## src/rtl/mdio_master.sv

```systemverilog
module mdio_master #(
  parameter int PRE_LEN = 32
) (
  input  logic        clk,
  input  logic        rst_n,
  input  logic        ctrl_we,
  input  logic [31:0] ctrl_wdata,
  input  logic        ext_we,
  input  logic [31:0] ext_wdata,
  output logic [31:0] ctrl_rdata,
  output logic [31:0] ext_rdata,
  output logic        mdc,
  output logic        mdio_o,
  output logic        mdio_oe,
  input  logic        mdio_i
);
  localparam int FRM = 32;
  localparam int BW  = $clog2(PRE_LEN + FRM);
  localparam logic [BW-1:0] LAST_S = BW'(FRM - 1);
  localparam logic [BW-1:0] LAST_L = BW'(PRE_LEN + FRM - 1);

  logic [15:0] data_q;
  logic [4:0]  reg_q;
  logic        rd_q, sup_q, start_q, busy_q, ap_q, post_q, ext_q;
  logic [2:0]  cs_q;
  logic [4:0]  port_q, dev_q;
  logic [15:0] xreg_q;

  logic        t_rd, t_ext, t_sup, t_second;
  logic [4:0]  t_reg, t_dev;
  logic [15:0] t_xreg, t_wd;
  logic [6:0]  t_half, dcnt;
  logic [BW-1:0] bc;
  logic        phase;
  logic [15:0] rsh;
  logic [31:0] fw;

  function automatic logic [6:0] half_of(input logic [2:0] code);
    case (code)
      3'd2:    return 7'd3;
      3'd3:    return 7'd4;
      3'd4:    return 7'd5;
      3'd5:    return 7'd16;
      3'd6:    return 7'd32;
      3'd7:    return 7'd64;
      default: return 7'd2;
    endcase
  endfunction

  wire go_sw  = start_q && !busy_q;
  wire go_ap  = ap_q && !start_q && !busy_q;
  wire launch = go_sw || go_ap;
  wire tick   = busy_q && (dcnt == 7'd0);
  wire in_pre = bc >= BW'(FRM);
  wire [4:0] fidx = bc[4:0];
  wire data_fr = !t_ext || t_second;
  wire rel     = t_rd && data_fr && !in_pre && (fidx <= 5'd17);
  wire samp    = tick && !phase && rel && (fidx <= 5'd15);
  wire last    = tick && phase && (bc == '0);
  wire finish  = last && data_fr;

  always_comb begin
    if (!t_ext)
      fw = {2'b01, t_rd ? 2'b10 : 2'b01, 5'd0, t_reg, 2'b10, t_wd};
    else if (!t_second)
      fw = {2'b00, 2'b00, 5'd0, t_dev, 2'b10, t_xreg};
    else
      fw = {2'b00, t_rd ? 2'b11 : 2'b01, 5'd0, t_dev, 2'b10, t_wd};
  end

  assign mdio_oe = busy_q && !rel;
  assign mdio_o  = busy_q && (in_pre || fw[fidx]);

  assign ctrl_rdata = {1'b0, ext_q, post_q, ap_q, busy_q, cs_q, start_q,
                       sup_q, rd_q, reg_q, data_q};
  assign ext_rdata  = {6'd0, port_q, dev_q, xreg_q};

  always_ff @(posedge clk or negedge rst_n) begin
    if (!rst_n) begin
      port_q <= '0;
      dev_q  <= '0;
      xreg_q <= '0;
    end else if (ext_we) begin
      port_q <= ext_wdata[25:21];
      dev_q  <= ext_wdata[20:16];
      xreg_q <= ext_wdata[15:0];
    end
  end

  always_ff @(posedge clk or negedge rst_n) begin
    if (!rst_n) begin
      data_q <= '0; reg_q <= '0; rd_q <= 1'b0; sup_q <= 1'b0;
      cs_q <= '0; ap_q <= 1'b0; post_q <= 1'b0; ext_q <= 1'b0;
      start_q <= 1'b0;
    end else begin
      if (ctrl_we) begin
        data_q <= ctrl_wdata[15:0];
        reg_q  <= ctrl_wdata[20:16];
        rd_q   <= ctrl_wdata[21];
        sup_q  <= ctrl_wdata[22];
        cs_q   <= ctrl_wdata[26:24];
        ap_q   <= ctrl_wdata[28];
        post_q <= ctrl_wdata[29];
        ext_q  <= ctrl_wdata[30];
      end else if (finish && t_rd) begin
        data_q <= rsh;
      end
      if (ctrl_we)     start_q <= ctrl_wdata[23];
      else if (go_sw)  start_q <= 1'b0;
    end
  end

  always_ff @(posedge clk or negedge rst_n) begin
    if (!rst_n) begin
      busy_q <= 1'b0; mdc <= 1'b0; phase <= 1'b0; dcnt <= '0; bc <= '0;
      t_rd <= 1'b0; t_ext <= 1'b0; t_sup <= 1'b0; t_second <= 1'b0;
      t_reg <= '0; t_dev <= '0; t_xreg <= '0; t_wd <= '0; t_half <= 7'd2;
      rsh <= '0;
    end else if (launch) begin
      busy_q   <= 1'b1;
      mdc      <= 1'b0;
      phase    <= 1'b0;
      t_rd     <= go_sw ? rd_q : 1'b1;
      t_ext    <= go_sw ? ext_q : 1'b0;
      t_reg    <= go_sw ? reg_q : 5'd1;
      t_sup    <= sup_q;
      t_second <= 1'b0;
      t_dev    <= dev_q;
      t_xreg   <= xreg_q;
      t_wd     <= data_q;
      t_half   <= half_of(cs_q);
      dcnt     <= half_of(cs_q) - 7'd1;
      bc       <= sup_q ? LAST_S : LAST_L;
    end else if (busy_q) begin
      if (!tick) begin
        dcnt <= dcnt - 7'd1;
      end else begin
        dcnt <= t_half - 7'd1;
        if (!phase) begin
          mdc   <= 1'b1;
          phase <= 1'b1;
          if (samp) rsh <= {rsh[14:0], mdio_i};
        end else begin
          mdc   <= 1'b0;
          phase <= 1'b0;
          if (finish) begin
            busy_q <= 1'b0;
          end else if (last) begin
            t_second <= 1'b1;
            bc       <= t_sup ? LAST_S : LAST_L;
          end else begin
            bc <= bc - 1'b1;
          end
        end
      end
    end
  end
endmodule

```

## config.mk

```make
export PLATFORM = sky130hd
export DESIGN_NAME = mdio_master
export DESIGN_NICKNAME = d
export VERILOG_FILES = /design/src/rtl/mdio_master.sv
export SDC_FILE = /design/constraint.sdc
export NUM_CORES = 1
export LEC_CHECK = 0
export ABC_CLOCK_PERIOD_IN_PS = 4800
export CORE_MARGIN = 5
export CORE_UTILIZATION = 60
export CTS_BUF_LIST = sky130_fd_sc_hd__clkbuf_8
export DETAILED_ROUTE_END_ITERATION = 8
export DONT_BUFFER_PORTS = 1
export HOLD_SLACK_MARGIN = 0.03
export PLACE_DENSITY = 0.76
export SYNTH_ARGS = -nofsm -noshare
export SYNTH_HDL_FRONTEND = slang
export SYNTH_SLANG_ARGS = --single-unit
```

## constraint.sdc

```tcl
create_clock -name clk -period 4.8 [get_ports clk]
set_input_delay 0.24 -clock clk [delete_from_list [all_inputs] [get_ports clk]]
set_output_delay 0.24 -clock clk [all_outputs]
set_load 0.005 [all_outputs]
```

After elaboration in Yosys (flattened, before gate mapping)
Cells that the tools add are included.
{"block": "word_totals", "mem_count": 0, "output_inout_bits": 67, "latch_bits": 0, "mem_bits_rw": 0, "elab_cells": 121, "inputBits": 69, "regBits": 140, "mem_bits_ro": 0}
{"block": "classes", "eq_ne": 7, "magnitude_cmp": 4, "addsub": 4, "n_shift": 0, "n_reduce_logical": 37, "n_bitwise": 2, "n_div": 0, "mul": 0, "muxes": 41}
{"op": "$mux W6", "count": 8}
{"op": "$pmux W7 S6", "count": 1}
{"op": "$mux W16", "count": 2}
{"op": "$mux W32", "count": 1}
{"op": "$mux W30", "count": 1}
{"op": "$mux W7", "count": 4}
{"op": "$sub A7 B1 Y7 const B", "count": 3}
{"op": "$mux W1", "count": 20}
{"op": "$logic_and A1 B1 Y1", "count": 16}
{"op": "$eq A3 B3 Y1 const B", "count": 4}
{"op": "$reduce_bool A2 Y1", "count": 6}
{"op": "$reduce_and A5 Y1", "count": 2}
{"op": "$logic_not A7 Y1", "count": 1}
{"op": "$eq A3 B2 Y1 const B", "count": 2}
{"op": "$ge A6 B6 Y1 const B", "count": 1}
{"op": "$logic_not A1 Y1", "count": 6}
{"op": "$logic_not A6 Y1", "count": 1}
{"op": "$lt A5 B6 Y1 const B", "count": 1}
{"op": "$sub A6 B1 Y6 const B", "count": 1}
{"op": "$bmux W1 S5", "count": 1}
{"op": "$le A5 B4 Y1 const B", "count": 1}
{"op": "$le A5 B5 Y1 const B", "count": 1}
{"op": "$mux W5", "count": 1}
{"op": "$mux W2", "count": 2}
{"op": "5 further kinds", "count": 8}

Logic depth before layout (Yosys ltp)
Gate-level depths: netlist of run 1.
{"block": "logic_depth", "word_depth": 10, "depth_mapped": 11, "ltp_nobuf": 10}

Worst setup path before layout of run 1
Ideal clock, no wire load.
{"block": "synth_path", "path_type": "flip-flop to flip-flop", "startpoint": "reg bc[0]", "endpoint": "reg data_q[10]", "setup_ps": 132, "arrival_ps": 2074, "path_buffers": 3, "stages_incl_launch_ff": 10, "path_slack_ps": 2594, "synth_period_minus_slack_ps": 2206, "required_time_ps": 4668, "path_cell_list": "dfrtp_1 clkbuf_1 clkbuf_1 inv_1 ha_1 nand3_1 nor4_4 buf_6 mux2i_1 o21ai_1"}
{"block": "synth_between", "elab_chain_cells": 5}
{"item": "start, declared", "line": "33", "source": "logic [BW-1:0] bc;"}
{"item": "start signal, assigned", "line": "133", "source": "bc <= sup_q ? LAST_S : LAST_L;"}
{"item": "start signal, assigned", "line": "150", "source": "bc <= t_sup ? LAST_S : LAST_L;"}
{"item": "start signal, assigned", "line": "152", "source": "bc <= bc - 1'b1;"}
{"item": "$logic_not A6 Y1", "line": "59", "source": "wire last = tick && phase && (bc == '0);"}
{"item": "$logic_and A1 B1 Y1", "line": "59"}
{"item": "$logic_and A1 B1 Y1", "line": "60", "source": "wire finish = last && data_fr;"}
{"item": "$logic_and A1 B1 Y1", "line": "105", "source": "end else if (finish && t_rd) begin"}
{"item": "$reduce_bool A2 Y1 (no line)"}
{"item": "end signal, assigned", "line": "97", "source": "data_q <= ctrl_wdata[15:0];"}
{"item": "end signal, assigned", "line": "106", "source": "data_q <= rsh;"}
{"item": "end, declared", "line": "22", "source": "logic [15:0] data_q;"}
Every way passes these cells.
A chain may end at the register's enable or synchronous reset.

Worst setup path in the final report of run 1
{"block": "layout_path", "startpoint": "reg t_ext", "endpoint": "reg data_q[5]"}
{"block": "layout_between", "elab_chain_cells": 5}
{"item": "start, declared", "line": "29", "source": "logic t_rd, t_ext, t_sup, t_second;"}
{"item": "start signal, assigned", "line": "124", "source": "t_ext <= go_sw ? ext_q : 1'b0;"}
{"item": "$logic_not A1 Y1"}
{"item": "$logic_or A1 B1 Y1", "line": "56", "source": "wire data_fr = !t_ext || t_second;"}
{"item": "$logic_and A1 B1 Y1", "line": "60"}
{"item": "$logic_and A1 B1 Y1", "line": "105"}
{"item": "$reduce_bool A2 Y1 (no line)"}
Every way passes these cells.

==> flow_summary.json, run 1 <==
{
  "drt_iter0_drc": 313,
  "cts_setup_buffers": 0,
  "drc": 0,
  "crit_path_max_fanout": 16,
  "cts_htree_levels": 4,
  "cp.arrival_ns": 3.26,
  "grt_start_max_net_pins": 140,
  "avgRoutedWirePerCell_um": 17.5,
  "gp_congestion": 0.852,
  "clkSinkCount": 139,
  "worstMarginPinSlew_ns": 1.27,
  "clockPowerShare_pct": 30.7,
  "reg2reg_setup_slack_ns": 1.86,
  "seq_area_frac_synth_pct": 54.3,
  "crit_path_start_kind": "flop",
  "row_count": 37,
  "nets": 743,
  "reg2reg_from": "t_ext",
  "fin_crit_ns": 2.94,
  "p_switching_mw": 0.918,
  "ys.flop_type": "dfrtp_1",
  "crit_end": "data_q[5]",
  "clk-insertion-delay-late_ns": 0.44,
  "dp.cells": 700,
  "antenna_left": 0,
  "sequentialPowerShare_pct": 50.5,
  "synth_top_cells_by_count": "nand2_1 (172), dfrtp_1 (138), mux2_2 (56)",
  "rsz0062_at_grt": "no",
  "skew_ns": 0.0115,
  "yosysWarnings": 0,
  "maxUsedRoutingLayer": "met4",
  "firstDrtPassIters": 5,
  "instances_no_fill": 816,
  "ys_ff_latch": 139,
  "wirelength_met1_mm": 5.72,
  "dr_wl_met3_um": 825,
  "switching_share_pct": 30.1,
  "crit_type": "reg -> reg",
  "numCtsBuffers": 17,
  "tns_ns": 0,
  "worstSetupStartpoint": "t_ext",
  "ctsLongestPathBuffers": 2,
  "yosysUniqueCellTypes": 54,
  "synth_area_leaders": "dfrtp_1 (54%), nand2_1 (10%), mux2_2 (9.8%)",
  "min_period_over_period_pct": 61.2,
  "drv_cap": 0,
  "hpwl_mm": 9.04,
  "final_hold_viol_count": 0,
  "setup_viol": 0,
  "start_util_pct": 61.8,
  "cts.clk_slew.worst_paths_ns": 0.08,
  "syn_inst": 605,
  "overflow": 0,
  "required_ns": 5.12,
  "design_area_sq_um": 7660,
  "synth.most_common_cell": "nand2_1",
  "synth_edf_count": 0,
  "die_width_um": 113,
  "finalPower_mw": 3.05,
  "syn_avg_cell_area_sq_um": 10.6,
  "internal_power_mw": 2.13,
  "end_kind": "flop",
  "drive_gt1_share_pct": 15.6,
  "viasPerCell": 5.67,
  "power.leakage_nw": 3.47,
  "fp.coreArea_sq_um": 10400,
  "cts_tree": "done",
  "grt_pass1_wl_mm": 23.8,
  "clock.fmax_mhz": 341,
  "io_buffer_count": 0,
  "clockRootBuffer": "clkbuf_8",
  "diodes": 0,
  "die-area_sq_um": 12800,
  "vias": 4630,
  "async_reset_ff_share_pct": 100,
  "synth_top_area_share_pct": 53.9,
  "relSlewSlack_pct": 14.4,
  "slew_viol_final": 0,
  "post-route-util_pct": 73.8,
  "r2r-end": "data_q[5]",
  "cellPowerDensity_nw_per_um2": 398,
  "wirelength_mm": 14.3,
  "wl_met2_mm": 7.45,
  "hold_class": "in -> reg",
  "peakVddDrop_v": 0.000465,
  "ios": 136,
  "status": "complete, no violations",
  "reg2reg_depth": 7,
  "num-fill-cells": 705,
  "grt_pass1_vias": 4753,
  "grt_usage_pct": 23.2,
  "syn_area_sq_um": 6410,
  "antenna_found_initial": 0,
  "synthToLayoutAreaGrowth_pct": 19.5,
  "yosysTopAreaCell": "dfrtp_1",
  "comb_power_share_pct": 18.8,
  "die_h_um": 113,
  "place_area_sq_um": 6380
}
## power by group through the flow
stage	Clock [mW]	Sequential (mW)	Combinational, mW
after global placement	0	1.55	0.448
after floorplan	0	1.46	0.464
after CTS	0.951	1.54	0.573
after global routing	1.02	1.57	0.645
after detailed placement	0	1.56	0.470
final	0.934	1.54	0.573
## worst max-delay path, cell delays in order, from the launching register on
cell and delay (ns):
dfrtp_1 0.53, nand2b_1 0.59, nand2_1 0.25, nor4_4 0.26, buf_4 0.34, mux2i_1 0.24, o21ai_1 0.07, dlygate4sd3_1 0.55
## cell families (layout without fill, tap and decap cells)
logic type	Yosys count	count (layout)	synth area share, %
flip-flops	139	139	54.3
buffers and inverters	56	125	4.39
AO/OA/AOI/OAI	73	73	7.26
adder cells (fa/ha/maj)	5	5	0.976
multiplexers	87	87	15.5
XOR/XNOR	8	8	1.09
other	1	7	0.0585
AND/OR/NAND/NOR	236	236	16.4
## stage by stage
| step | hold slack (ns) | worst slack, ns |
|---|---|---|
| final | 0.131 | 1.86 |
| after global placement | -0.0493 | 1.97 |
| after CTS | 0.109 | 1.84 |
| after floorplan | -0.0556 | 2.59 |
| after detailed placement | -0.0492 | 1.93 |
| after global routing | 0.124 | 1.64 |
## cell type report
cell class	count	area, sq um	area share, %
clock inverter	10	118	1.54
timing repair buffer	89	911	11.9
sequential	139	3480	45.4
tap	136	170	2.22
inverter	6	22.5	0.294
multi-input combinational	416	2680	35.0
clock buffer	20	275	3.59
## metal layers
layer  vias up  GRT usage (%)
li1       2164              -
met1      2289           28.4
met2       152           39.5
met3        25           6.58
met4         0           8.33
met5         -              0
## repair_timing
item,in CTS,in global routing
endpoints found under the hold margin,196,0
gates resized for setup,0,0
hold buffers,86,0
## worst min-delay path by stage
stage	slack (ns)	end	cells past startpoint	from
2_1_floorplan	-0.06	ap_q	0	rst_n
3_3_place_gp	-0.05	dev_q[2]	0	rst_n
3_5_place_dp	-0.05	dev_q[3]	0	rst_n
4_1_cts	0.11	data_q[2]	3	ctrl_we
5_1_grt	0.12	data_q[0]	3	ctrl_we
6_report	0.13	data_q[9]	3	ctrl_we
## cells in the final DEF (no fill, tap or decap), types with 7 or more instances in the layout
master,n
nand2_1,172
dfrtp_1,138
dlygate4sd3_1,84
mux2_2,56
mux2i_1,26
nor2_1,20
clkbuf_8,20
o21ai_1,19
o21ai_0,14
nand3_1,10
a21oi_1,10
conb_1,7
Power figures use the tool's default switching activity.
==> inputs of run 2 (changes only) <==
--- a/config.mk
+++ b/config.mk
@@ -5,7 +5,7 @@
 export SDC_FILE = /design/constraint.sdc
 export NUM_CORES = 1
 export LEC_CHECK = 0
-export ABC_CLOCK_PERIOD_IN_PS = 4800
+export ABC_CLOCK_PERIOD_IN_PS = 2800
 export CORE_MARGIN = 5
 export CORE_UTILIZATION = 60
 export CTS_BUF_LIST = sky130_fd_sc_hd__clkbuf_8
==> constraint.sdc (replaced) <==
create_clock -name clk -period 2.8 [get_ports clk]
set_input_delay 0.14 -clock clk [delete_from_list [all_inputs] [get_ports clk]]
set_output_delay 0.14 -clock clk [all_outputs]
set_load 0.005 [all_outputs]
==> flow_summary.json, run 2 (synthesized netlist as in run 1, its figures left out) <==
{
  "status": "complete, but fails checks",
  "violations": "hold timing",
  "skew_ns": 0.0117,
  "cp.arrival_ns": 2.94,
  "reg2reg_depth": 7,
  "start_util_pct": 61.8,
  "p_switching_mw": 1.64,
  "slew_viol_final": 0,
  "clockPowerShare_pct": 30.0,
  "drc": 0,
  "dp.cells": 708,
  "reg2reg_from": "dcnt[3]",
  "r2r-end": "data_q[7]",
  "overflow": 0,
  "wirelength_mm": 15.6,
  "grt_pass1_vias": 4960,
  "firstDrtPassIters": 5,
  "switching_share_pct": 31.3,
  "crit_type": "reg -> reg",
  "drv_cap": 0,
  "worst_path_largest_cell_delay_ns": 0.58,
  "ctsLongestPathBuffers": 2,
  "reg2reg_setup_slack_ns": 0.18,
  "hold_ws_ns": -0.622,
  "ios": 136,
  "fin_crit_ns": 2.62,
  "grtUsageMet1_pct": 31.1,
  "min_period_over_period_pct": 93.5,
  "row_count": 37,
  "cp_top_family": "simple AND/OR/NAND/NOR gates",
  "numCtsBuffers": 17,
  "grt-busiest-layer": "met2",
  "internal_power_mw": 3.60,
  "worstSetupStartpoint": "dcnt[3]",
  "nets": 776,
  "worst-path-buf-inv": 2,
  "diodes": 0,
  "crit_top_cell": "nor4_4",
  "crit_path_start_kind": "flop",
  "clkSinkCount": 139,
  "synthToLayoutAreaGrowth_pct": 23.9,
  "worstMarginPinSlew_ns": 0.683,
  "die-area_sq_um": 12800,
  "crit_slowest_cell": "dlygate4sd3_1",
  "crit_end": "data_q[7]",
  "rsz0062_at_grt": "no",
  "cts_tree": "done",
  "clock.fmax_mhz": 382,
  "hold_class": "in -> async",
  "post-route-util_pct": 76.6,
  "avgRoutedWirePerCell_um": 18.3,
  "cellPowerDensity_nw_per_um2": 660,
  "grt_start_max_net_pins": 140,
  "crit_chain": "nor4_4 -> nand2_4 -> nor4_4 -> buf_6 -> mux2i_1 -> o21ai_1 -> dlygate4sd3_1",
  "layout_common_cells": "nand2_1 (172), dfrtp_1 (138), dlygate4sd3_1 (110)",
  "final_hold_viol_count": 139,
  "cp_num_cells": 7,
  "mostFrequentLayoutCell": "nand2_1",
  "grt_use_met3_pct": 6.52,
  "power.leakage_nw": 3.58,
  "end_kind": "flop",
  "die_width_um": 113,
  "cts_htree_levels": 4,
  "drive_gt1_share_pct": 15.9,
  "clk-insertion-delay-late_ns": 0.45,
  "fp.coreArea_sq_um": 10400,
  "sequentialPowerShare_pct": 49.3,
  "cts.clk_slew.worst_paths_ns": 0.08,
  "peakVddDrop_v": 0.000443,
  "instances_no_fill": 851,
  "cts_setup_buffers": 0,
  "antenna_found_initial": 0,
  "gp_congestion": 0.879,
  "viasPerCell": 5.59,
  "io_buffer_count": 0,
  "die_h_um": 113,
  "tns_ns": 0,
  "vias": 4761,
  "drt_iter0_drc": 324,
  "grtUsageMet2_pct": 43.6,
  "setup_viol": 0,
  "crit_path_max_fanout": 16,
  "cts.hold.buffers_added": 111,
  "comb_power_share_pct": 20.7,
  "required_ns": 3.12,
  "grt_pass1_wl_mm": 25.6,
  "relSlewSlack_pct": 54.3,
  "clockRootBuffer": "clkbuf_8",
  "grt_usage_pct": 25.3,
  "antenna_left": 0,
  "hpwl_mm": 9.15
}
run 2: worst min path at each step:
stage,depth (start not counted),from,to,slack [ns]
5_1_grt,0,rst_n,xreg_q[14],-0.65
3_5_place_dp,0,rst_n,reg_q[3],-0.15
3_3_place_gp,0,rst_n,dev_q[2],-0.15
2_1_floorplan,0,rst_n,ap_q,-0.16
6_report,0,rst_n,port_q[4],-0.62
4_1_cts,0,rst_n,cs_q[1],-0.64
run 2: stage by stage:
step                instance area [sq um]  hold slack, ns  power (mW)  setup WS, ns
floorplan                            6430          -0.156        3.30         0.594
global placement                     6440          -0.150        3.46         0.620
detailed placement                   6440          -0.150        3.51         0.570
CTS                                  7940          -0.644        5.24         0.200
global route                         7940          -0.648        5.52        0.0314
finish                               7940          -0.622        5.24         0.181
run 2: what timing repair did:
action	in CTS	in global routing
setup endpoints to repair	0	1
gates resized for setup	0	1
endpoints found under the hold margin	196	139
run 2: area by class of cell:
class | count | area [sq um]
multi-input combinational | 416 | 2680
clock buffer | 19 | 262
sequential | 139 | 3480
timing repair buffer | 122 | 1210
inverter | 6 | 22.5
tap | 136 | 170
fill | 676 | 2430
clock inverter | 13 | 119
run 2: power groups by stage:
stage,logic [mW],registers (mW),clock network [mW]
after floorplan,0.795,2.50,0
after global placement,0.854,2.60,0
after detailed placement,0.896,2.61,0
after CTS,1.07,2.58,1.59
after global routing,1.22,2.62,1.68
final,1.08,2.58,1.57
run 2: per-layer routing:
layer,vias up,wire length [um],part of all wire (%)
li1,2230,-,-
met1,2346,6160,40
met2,158,8220,53
met3,27,952,6.1
met4,0,262,1.7
met5,-,0,0
